### config.mk
export PLATFORM = sky130hd
export DESIGN_NAME = psram_page_burst
export DESIGN_NICKNAME = d
export VERILOG_FILES = /design/src/rtl/psram_burst_pkg.sv /design/src/rtl/psram_page_plan.sv /design/src/rtl/psram_refresh_guard.sv /design/src/rtl/psram_burst_fsm.sv /design/src/rtl/psram_page_burst.sv
export SDC_FILE = /design/constraint.sdc
export NUM_CORES = 1
export LEC_CHECK = 0
export CAP_MARGIN = 30
export CORE_ASPECT_RATIO = 0.75
export CORE_MARGIN = 5
export CORE_UTILIZATION = 44
export CTS_CLUSTER_SIZE = 40
export DETAILED_ROUTE_END_ITERATION = 10
export PLACE_DENSITY = 0.76
export SLEW_MARGIN = 20
export SYNTH_ARGS = -nofsm -noshare
export SYNTH_HDL_FRONTEND = slang
export SYNTH_SLANG_ARGS = --single-unit
### constraint.sdc
create_clock -name clk -period 4.22 [get_ports clk]
set_input_delay 1.055 -clock clk [delete_from_list [all_inputs] [get_ports clk]]
set_output_delay 1.055 -clock clk [all_outputs]
set_load 0.02 [all_outputs]
### src/rtl/psram_burst_pkg.sv
package psram_burst_pkg;
    typedef enum logic [2:0] {
        ST_IDLE,
        ST_FIRST,
        ST_PAGE,
        ST_REL,
        ST_GUARD
    } burst_state_t;
endpackage

### src/rtl/psram_page_plan.sv
// Works out how many words remain after the first one and whether the
// request has to be cut at the page end.
module psram_page_plan #(
    parameter int PAGE_BITS = 2
) (
    input  logic [PAGE_BITS-1:0] lo_addr,
    input  logic [PAGE_BITS-1:0] len_m1,
    output logic [PAGE_BITS-1:0] rem_words,
    output logic                 cut
);
    logic [PAGE_BITS:0] end_pos;

    always_comb begin
        end_pos   = {1'b0, lo_addr} + {1'b0, len_m1};
        cut       = end_pos[PAGE_BITS];
        rem_words = cut ? ~lo_addr : len_m1;
    end
endmodule

### src/rtl/psram_refresh_guard.sv
// Tracks how long the memory has gone without a standby run long enough
// for its internal refresh and requests a gap before the window closes.
module psram_refresh_guard #(
    parameter int WIN_CYC   = 400,
    parameter int GUARD_CYC = 7,
    parameter int GUARD_AT  = 370
) (
    input  logic clk,
    input  logic rst_n,
    input  logic ce_n,
    output logic due
);
    localparam int WIN_W = $clog2(WIN_CYC + 1);
    localparam int SB_W  = $clog2(GUARD_CYC + 1);
    localparam logic [SB_W-1:0]  SB_FULL = SB_W'(GUARD_CYC);
    localparam logic [SB_W-1:0]  SB_DONE = SB_W'(GUARD_CYC - 1);
    localparam logic [WIN_W-1:0] WIN_MAX = WIN_W'(WIN_CYC);
    localparam logic [WIN_W-1:0] DUE_AT  = WIN_W'(GUARD_AT);

    logic [SB_W-1:0]  stby_cnt;
    logic [WIN_W-1:0] win_cnt;

    always_ff @(posedge clk) begin
        if (!rst_n) begin
            stby_cnt <= '0;
            win_cnt  <= '0;
        end else begin
            if (!ce_n)
                stby_cnt <= '0;
            else if (stby_cnt != SB_FULL)
                stby_cnt <= stby_cnt + SB_W'(1);

            if (ce_n && stby_cnt >= SB_DONE)
                win_cnt <= '0;
            else if (win_cnt != WIN_MAX)
                win_cnt <= win_cnt + WIN_W'(1);
        end
    end

    assign due = (win_cnt >= DUE_AT);

    // the refresh window never runs out
    p_window_r10: assert property (@(posedge clk) disable iff (!rst_n)
        win_cnt < WIN_MAX);
endmodule

### src/rtl/psram_burst_fsm.sv
module psram_burst_fsm
    import psram_burst_pkg::*;
#(
    parameter int ADDR_W    = 20,
    parameter int DATA_W    = 16,
    parameter int PAGE_BITS = 2,
    parameter int FIRST_CYC = 7,
    parameter int PAGE_CYC  = 3,
    parameter int OE_LAG    = 3,
    parameter int HZ_CYC    = 3
) (
    input  logic                 clk,
    input  logic                 rst_n,
    input  logic                 start,
    input  logic [ADDR_W-1:0]    start_addr,
    input  logic [PAGE_BITS-1:0] rem_in,
    input  logic                 cut_in,
    input  logic                 guard_due,
    input  logic [DATA_W-1:0]    mem_rdata,
    output logic [ADDR_W-1:0]    mem_addr,
    output logic                 ce_n,
    output logic                 oe_n,
    output logic [DATA_W-1:0]    rd_data,
    output logic                 rd_valid,
    output logic                 rd_last,
    output logic                 rd_trunc,
    output logic                 busy
);
    localparam int MAX_FP = (FIRST_CYC > PAGE_CYC) ? FIRST_CYC : PAGE_CYC;
    localparam int MAX_C  = (MAX_FP > HZ_CYC) ? MAX_FP : HZ_CYC;
    localparam int CNT_W  = $clog2(MAX_C + 1);
    localparam logic [CNT_W-1:0] C_FIRST = CNT_W'(FIRST_CYC - 1);
    localparam logic [CNT_W-1:0] C_PAGE  = CNT_W'(PAGE_CYC - 1);
    localparam logic [CNT_W-1:0] C_HZ    = CNT_W'(HZ_CYC - 1);
    localparam logic [CNT_W-1:0] C_OE    = CNT_W'(FIRST_CYC - OE_LAG);

    burst_state_t state, state_nx;
    logic [CNT_W-1:0]     cnt;
    logic [PAGE_BITS-1:0] rem;
    logic                 cut_q;
    logic                 accept;
    logic                 capture;

    assign accept  = (state == ST_IDLE) && start && !guard_due;
    assign capture = ((state == ST_FIRST) || (state == ST_PAGE)) && (cnt == '0);
    assign busy    = (state != ST_IDLE) || guard_due;

    // next-state selection
    always_comb begin
        state_nx = state;
        unique case (state)
            ST_IDLE: begin
                if (guard_due)  state_nx = ST_GUARD;
                else if (start) state_nx = ST_FIRST;
            end
            ST_FIRST, ST_PAGE: begin
                if (cnt == '0) state_nx = (rem == '0) ? ST_REL : ST_PAGE;
            end
            ST_REL: begin
                if (cnt == '0) state_nx = ST_IDLE;
            end
            ST_GUARD: begin
                if (!guard_due) state_nx = ST_IDLE;
            end
            default: state_nx = ST_IDLE;
        endcase
    end

    // state register
    always_ff @(posedge clk) begin
        if (!rst_n) state <= ST_IDLE;
        else        state <= state_nx;
    end

    // outputs and datapath
    always_ff @(posedge clk) begin
        if (!rst_n) begin
            mem_addr <= '0;
            ce_n     <= 1'b1;
            oe_n     <= 1'b1;
            rd_data  <= '0;
            rd_valid <= 1'b0;
            rd_last  <= 1'b0;
            rd_trunc <= 1'b0;
            cnt      <= '0;
            rem      <= '0;
            cut_q    <= 1'b0;
        end else begin
            rd_valid <= 1'b0;
            rd_last  <= 1'b0;
            rd_trunc <= 1'b0;
            unique case (state)
                ST_IDLE: begin
                    if (accept) begin
                        mem_addr <= start_addr;
                        ce_n     <= 1'b0;
                        cnt      <= C_FIRST;
                        rem      <= rem_in;
                        cut_q    <= cut_in;
                    end
                end
                ST_FIRST, ST_PAGE: begin
                    if (state == ST_FIRST && cnt == C_OE)
                        oe_n <= 1'b0;
                    if (capture) begin
                        rd_valid <= 1'b1;
                        rd_data  <= mem_rdata;
                        if (rem == '0) begin
                            rd_last  <= 1'b1;
                            rd_trunc <= cut_q;
                            ce_n     <= 1'b1;
                            oe_n     <= 1'b1;
                            cnt      <= C_HZ;
                        end else begin
                            mem_addr[PAGE_BITS-1:0] <= mem_addr[PAGE_BITS-1:0] + PAGE_BITS'(1);
                            rem <= rem - PAGE_BITS'(1);
                            cnt <= C_PAGE;
                        end
                    end else begin
                        cnt <= cnt - CNT_W'(1);
                    end
                end
                ST_REL: begin
                    if (cnt != '0) cnt <= cnt - CNT_W'(1);
                end
                ST_GUARD: begin
                end
                default: begin
                end
            endcase
        end
    end

    // page held while the chip is selected
    p_upper_stable_r5: assert property (@(posedge clk) disable iff (!rst_n)
        (!ce_n && !$past(ce_n)) |-> $stable(mem_addr[ADDR_W-1:PAGE_BITS]));
    // output enable only inside chip enable
    p_oe_in_ce_r3: assert property (@(posedge clk) disable iff (!rst_n)
        !oe_n |-> !ce_n);
    // last marker only with a word
    p_last_valid_r6: assert property (@(posedge clk) disable iff (!rst_n)
        rd_last |-> rd_valid);
    // truncation only reported with the last word
    p_trunc_last_r7: assert property (@(posedge clk) disable iff (!rst_n)
        rd_trunc |-> rd_last);
    // chip enable released only with the last word
    p_release_r8: assert property (@(posedge clk) disable iff (!rst_n)
        $rose(ce_n) |-> rd_last);
    // a start during busy does not move the page address
    p_start_ignored_r9: assert property (@(posedge clk) disable iff (!rst_n)
        (busy && start) |=> $stable(mem_addr[ADDR_W-1:PAGE_BITS]));

    generate
        if (PAGE_CYC > 1) begin : g_gap
            // words never come on adjacent cycles
            p_page_gap_r4: assert property (@(posedge clk) disable iff (!rst_n)
                rd_valid |=> !rd_valid);
        end
    endgenerate
endmodule

### src/rtl/psram_page_burst.sv
module psram_page_burst #(
    parameter int ADDR_W    = 20,
    parameter int DATA_W    = 16,
    parameter int PAGE_BITS = 2,
    parameter int FIRST_CYC = 7,
    parameter int PAGE_CYC  = 3,
    parameter int OE_LAG    = 3,
    parameter int HZ_CYC    = 3,
    parameter int WIN_CYC   = 400,
    parameter int GUARD_CYC = 7
) (
    input  logic                 clk,
    input  logic                 rst_n,
    input  logic                 start,
    input  logic [ADDR_W-1:0]    start_addr,
    input  logic [PAGE_BITS-1:0] burst_len,
    output logic                 busy,
    output logic                 rd_valid,
    output logic [DATA_W-1:0]    rd_data,
    output logic                 rd_last,
    output logic                 rd_trunc,
    output logic [ADDR_W-1:0]    mem_addr,
    output logic                 mem_ce_n,
    output logic                 mem_oe_n,
    output logic                 mem_we_n,
    input  logic [DATA_W-1:0]    mem_rdata
);
    localparam int PAGE_WORDS = 1 << PAGE_BITS;
    localparam int BURST_MAX  = FIRST_CYC + (PAGE_WORDS - 1) * PAGE_CYC;
    localparam int GUARD_AT   = WIN_CYC - BURST_MAX - HZ_CYC - GUARD_CYC - 4;

    logic [PAGE_BITS-1:0] rem_words;
    logic                 cut;
    logic                 guard_due;

    assign mem_we_n = 1'b1;

    psram_page_plan #(.PAGE_BITS(PAGE_BITS)) u_plan (
        .lo_addr   (start_addr[PAGE_BITS-1:0]),
        .len_m1    (burst_len),
        .rem_words (rem_words),
        .cut       (cut)
    );

    psram_refresh_guard #(
        .WIN_CYC   (WIN_CYC),
        .GUARD_CYC (GUARD_CYC),
        .GUARD_AT  (GUARD_AT)
    ) u_guard (
        .clk   (clk),
        .rst_n (rst_n),
        .ce_n  (mem_ce_n),
        .due   (guard_due)
    );

    psram_burst_fsm #(
        .ADDR_W    (ADDR_W),
        .DATA_W    (DATA_W),
        .PAGE_BITS (PAGE_BITS),
        .FIRST_CYC (FIRST_CYC),
        .PAGE_CYC  (PAGE_CYC),
        .OE_LAG    (OE_LAG),
        .HZ_CYC    (HZ_CYC)
    ) u_fsm (
        .clk        (clk),
        .rst_n      (rst_n),
        .start      (start),
        .start_addr (start_addr),
        .rem_in     (rem_words),
        .cut_in     (cut),
        .guard_due  (guard_due),
        .mem_rdata  (mem_rdata),
        .mem_addr   (mem_addr),
        .ce_n       (mem_ce_n),
        .oe_n       (mem_oe_n),
        .rd_data    (rd_data),
        .rd_valid   (rd_valid),
        .rd_last    (rd_last),
        .rd_trunc   (rd_trunc),
        .busy       (busy)
    );
endmodule

==> flow_summary.html <==
<table>
<tr><th>Metric</th><th>Value</th></tr>
<tr><th colspan="2">Floorplanning</th></tr>
<tr><td>Core Box Area</td><td>between 5000 and 6000 µm²</td></tr>
<tr><td>Initial Utilization</td><td>between 40% and 50%</td></tr>
<tr><td>Site Rows</td><td>24</td></tr>
<tr><td>Number of primary I/O pins</td><td>84</td></tr>
<tr><td>Die area</td><td>~7700 µm²</td></tr>
<tr><td>Die width</td><td>99.8 µm</td></tr>
<tr><td>Vertical die dimension</td><td>~77 µm</td></tr>
<tr><th colspan="2">STA</th></tr>
<tr><td>Max Clock Skew</td><td>9.43 ps</td></tr>
<tr><td>Tcrit/Tclk final</td><td>78.9%</td></tr>
<tr><td>Highest achievable clock rate</td><td>300 MHz</td></tr>
<tr><td>Final setup vio count</td><td>0</td></tr>
<tr><td>Final hold vios</td><td>0</td></tr>
<tr><td>Setup TNS Final</td><td>0 ps</td></tr>
<tr><td>Time the final worst path needs with I/O delays and setup</td><td>3330 ps</td></tr>
<tr><td>RSZ-0062 raised after global routing</td><td>no</td></tr>
<tr><td>Worst max-slew margin expressed relative to the limit</td><td>47.8%</td></tr>
<tr><td>Count of pins over their slew limit</td><td>0</td></tr>
<tr><td>Transition time of the tightest slew-check pin</td><td>782 ps</td></tr>
<tr><th colspan="2">Critical path</th></tr>
<tr><td>Highest fanout seen on the critical path</td><td>5</td></tr>
<tr><td>Reg2Reg Depth</td><td>8</td></tr>
<tr><td>Required time at the worst-slack endpoint</td><td>3160 ps</td></tr>
<tr><td>Arrival time at the worst endpoint</td><td>between 2000 and 2500 ps</td></tr>
<tr><td>CP Cell Sequence</td><td>inv_1, ha_1, nor4_2, o21a_1, and2_1, inv_1, clkdlybuf4s50_1</td></tr>
<tr><td>Longest individual stage delay on the worst path</td><td>roughly 530 ps</td></tr>
<tr><td>Flop2flop setup slack</td><td>about 2100 ps</td></tr>
<tr><td>Startpoint of the worst register-to-register path</td><td>u_guard.win_cnt[0]</td></tr>
<tr><td>Slowest cell on the critical path</td><td>clkdlybuf4s50_1</td></tr>
<tr><td>Most Frequent Cell on Critical Path</td><td>inv_1</td></tr>
<tr><td>Critical Setup Path Class</td><td>reg2out</td></tr>
<tr><td>Capturing point of the worst reg2reg path</td><td>u_fsm.ce_n</td></tr>
<tr><td>Kind of launch point of the worst setup path</td><td>flop</td></tr>
<tr><td>Critical path endpoint category</td><td>output pin</td></tr>
<tr><th colspan="2">GRT</th></tr>
<tr><td>Wire length of the first global-routing pass</td><td>10.1 mm</td></tr>
<tr><td>Maximum number of pins on one net before global-route repair</td><td>47</td></tr>
<tr><td>Aggregate global-route resource usage</td><td>~17%</td></tr>
<tr><td>GRT Residual Overflow</td><td>0</td></tr>
<tr><td>Number of global-route vias before repair</td><td>~2.2k</td></tr>
<tr><td>Initial antenna violation count</td><td>0</td></tr>
<tr><th colspan="2">Final layout</th></tr>
<tr><td>Non-filler cells, final</td><td>between 400 and 500</td></tr>
<tr><td>Sequential cell area</td><td>about 1200 µm²</td></tr>
<tr><td>Layout filler cell count</td><td>just over 500</td></tr>
<tr><td>Commonest cells after routing, fill and taps aside</td><td>clkdlybuf4s50_1, dfxtp_1, nand2_1</td></tr>
<tr><td>Most common cell after layout, fill and taps aside</td><td>clkdlybuf4s50_1</td></tr>
<tr><td>Area used by multi-input combinational logic</td><td>~1300 µm²</td></tr>
<tr><td>Area added between synthesis and finish</td><td>40.5%</td></tr>
<tr><td>Utilization of the core after routing</td><td>between 60% and 70%</td></tr>
<tr><td>Ratio of cells with drive above 1 in the final layout</td><td>just under 7%</td></tr>
<tr><td>Final net count</td><td>roughly 430</td></tr>
<tr><td>Antenna fix cells</td><td>0</td></tr>
<tr><th colspan="2">Yosys</th></tr>
<tr><td>Sequential cell area fraction in the yosys report</td><td>46.7%</td></tr>
<tr><td>Post-synthesis net count</td><td>around 350</td></tr>
<tr><td>Cell type with the largest total area after synthesis</td><td>dfxtp_1</td></tr>
<tr><td>Top cells by area in the synthesized netlist</td><td>dfxtp_1, mux2i_1, nand2_1, nor2_1, a21oi_1</td></tr>
<tr><td>Portion of synthesized cell area occupied by the leading cell type</td><td>about 47%</td></tr>
<tr><td>Commonest register cell after synthesis</td><td>dfxtp_1</td></tr>
<tr><td>Post-synthesis cell count</td><td>between 300 and 400</td></tr>
<tr><td>Share of synthesized registers carrying an async set or reset</td><td>0%</td></tr>
<tr><td>Avg Cell Area, Syn</td><td>between 8 and 9 µm²</td></tr>
<tr><td>Number of flops mapped to enable cells by yosys</td><td>0</td></tr>
<tr><td>Yosys warns</td><td>0</td></tr>
<tr><td>Mapped cell area</td><td>~2700 µm²</td></tr>
<tr><td>Synth cell types</td><td>between 40 and 50</td></tr>
<tr><td>Flops &amp; latches, synth</td><td>between 60 and 70</td></tr>
<tr><th colspan="2">Drt</th></tr>
<tr><td>Wirelength, routed</td><td>between 6 and 7 mm</td></tr>
<tr><td>DR vias</td><td>between 2k and 2.5k</td></tr>
<tr><td>DRC Markers</td><td>0</td></tr>
<tr><td>Drt pass-1 iters</td><td>4</td></tr>
<tr><td>Vias per Instance</td><td>about 5</td></tr>
<tr><td>Routed wire length per instance</td><td>13.1 µm</td></tr>
<tr><td>Number of routed nets with antenna violations</td><td>0</td></tr>
<tr><td>Number of DRC violations after detailed-routing iteration 0</td><td>96</td></tr>
<tr><th colspan="2">CTS</th></tr>
<tr><td>Root Driver</td><td>clkbuf_8</td></tr>
<tr><td>Buffer levels on the longest clock path</td><td>2</td></tr>
<tr><td>Number of buffers added to fix hold violations after cts</td><td>0</td></tr>
<tr><td>Total of cells resized after clock tree synthesis</td><td>0</td></tr>
<tr><td>Clock buffers created by TritonCTS</td><td>9</td></tr>
<tr><td>Clock H-tree levels</td><td>3</td></tr>
<tr><td>CTS tree</td><td>done</td></tr>
<tr><td>Post-CTS setup repair buffer count</td><td>0</td></tr>
<tr><td># clock sinks</td><td>62</td></tr>
<tr><td>Clk pin slew, worst setup/hold paths</td><td>approximately 60 ps</td></tr>
<tr><td>Insertion delay of the later-clocked pin in the worst-skew pair</td><td>roughly 340 ps</td></tr>
<tr><th colspan="2">Power and ir drop</th></tr>
<tr><td>Overall power</td><td>roughly 2200 µW</td></tr>
<tr><td>Leakage power summed over all cells</td><td>about 0.0015 µW</td></tr>
<tr><td>Max VDD drop</td><td>between 0.0002 and 0.0003 V</td></tr>
<tr><td>Total power per unit cell area</td><td>about 590 nW/µm²</td></tr>
<tr><th colspan="2">Placement</th></tr>
<tr><td>Gpl congestion</td><td>slightly above 0.8</td></tr>
<tr><td>Placed Cells</td><td>450</td></tr>
<tr><td>Count of buffers from port buffering</td><td>82</td></tr>
<tr><td>Estimated wirelength of the detail-placed design</td><td>4.49 mm</td></tr>
<tr><th colspan="2">Hold path</th></tr>
<tr><td>Worst hold path stage count</td><td>2</td></tr>
<tr><td>Worst-case hold path end point</td><td>u_fsm.rd_data[14]</td></tr>
<tr><td>Path category of the worst min-delay check</td><td>reg2reg</td></tr>
<tr><td>Launch point of the worst hold path</td><td>u_fsm.rd_data[14]</td></tr>
<tr><th colspan="2">Outcome</th></tr>
<tr><td>Result of the run</td><td>finished, final reports clean</td></tr>
<tr><th colspan="2">Run</th></tr>
<tr><td>Number of max-cap violations</td><td>0</td></tr>
</table>
## flip-flops by register name (all words and copies together) (netlist names), 2 cells and up
register and cells:
u_guard.stby_cnt 3, u_fsm.rem 2, u_fsm.mem_addr 20, u_guard.win_cnt 9, u_fsm.state 3, u_fsm.rd_data 16, u_fsm.cnt 3
## critical path, delay by kind of cell, from the launching register on
kind            cells  cell delay (ps)
compound gates      1              270
fa+ha+maj           1              210
flops               1              410
simple gates        2              370
buf+inv             3              680
## power breakdown
part | internal, µW | switching, µW | leakage (µW)
clock | 347 | 217 | 0.000110
sequential | 707 | 90.5 | 0.000507
combinational | 396 | 464 | 0.000868
## routing by layer
layer	GRT usage (%)	wire (µm)	up-vias
met5	0	0	-
met4	4.50	69	0
met3	12.4	733	9
met2	23.2	2500	67
met1	20.0	2820	1021
li1	-	-	1182
## how the worst max path moves through the flow
stage / from / endpoint / slack (ps)
final: u_guard.win_cnt[0] / busy / 890
after global routing: u_guard.win_cnt[0] / busy / 700
after floorplan: u_guard.win_cnt[0] / busy / 1860
after global placement: u_guard.win_cnt[0] / busy / 1320
after detailed placement: u_guard.win_cnt[0] / busy / 1250
after CTS: u_guard.win_cnt[0] / busy / 860
## stage by stage
| step | worst slack, ps | hold WS, ps | cell area [µm²] |
|---|---|---|---|
| 3_3_place_gp | 1320 | 440 | 3510 |
| 6_report | 888 | 456 | 3730 |
| 2_1_floorplan | 1860 | 444 | 2660 |
| 3_5_place_dp | 1250 | 449 | 3520 |
| 4_1_cts | 864 | 458 | 3730 |
| 5_1_grt | 705 | 475 | 3730 |
## logic make-up (layout without fill, tap and decap cells)
kind of cell,count (synthesis),after routing,share of synthesized area (%)
compound gates,50,50,12.0
mux,20,20,7.53
flops,62,62,46.7
xor+xnor,8,8,2.92
simple gates,124,124,21.5
other cells,1,1,0.141
fa+ha+maj,10,10,4.71
buf+inv,28,113,4.56
## Yosys cell counts (all sizes together) (6+ instances only)
| cell | instances |
|---|---|
| a21oi | 27 |
| nor3 | 6 |
| clkbuf | 8 |
| a211oi | 6 |
| dfxtp | 62 |
| inv | 13 |
| mux2i | 20 |
| buf | 7 |
| nor2 | 42 |
| ha | 10 |
| nand2 | 45 |
## cell type report
cell class / instances / share of cell area (%)
clock buffers: 12 / 3.89
clock inverters: 4 / 1.88
inverters: 13 / 1.31
multi-input cells: 213 / 34.7
flip-flops and latches: 62 / 33.2
well taps: 78 / 2.61
repair buffers: 84 / 22.4
Power figures use the tool's default switching activity.
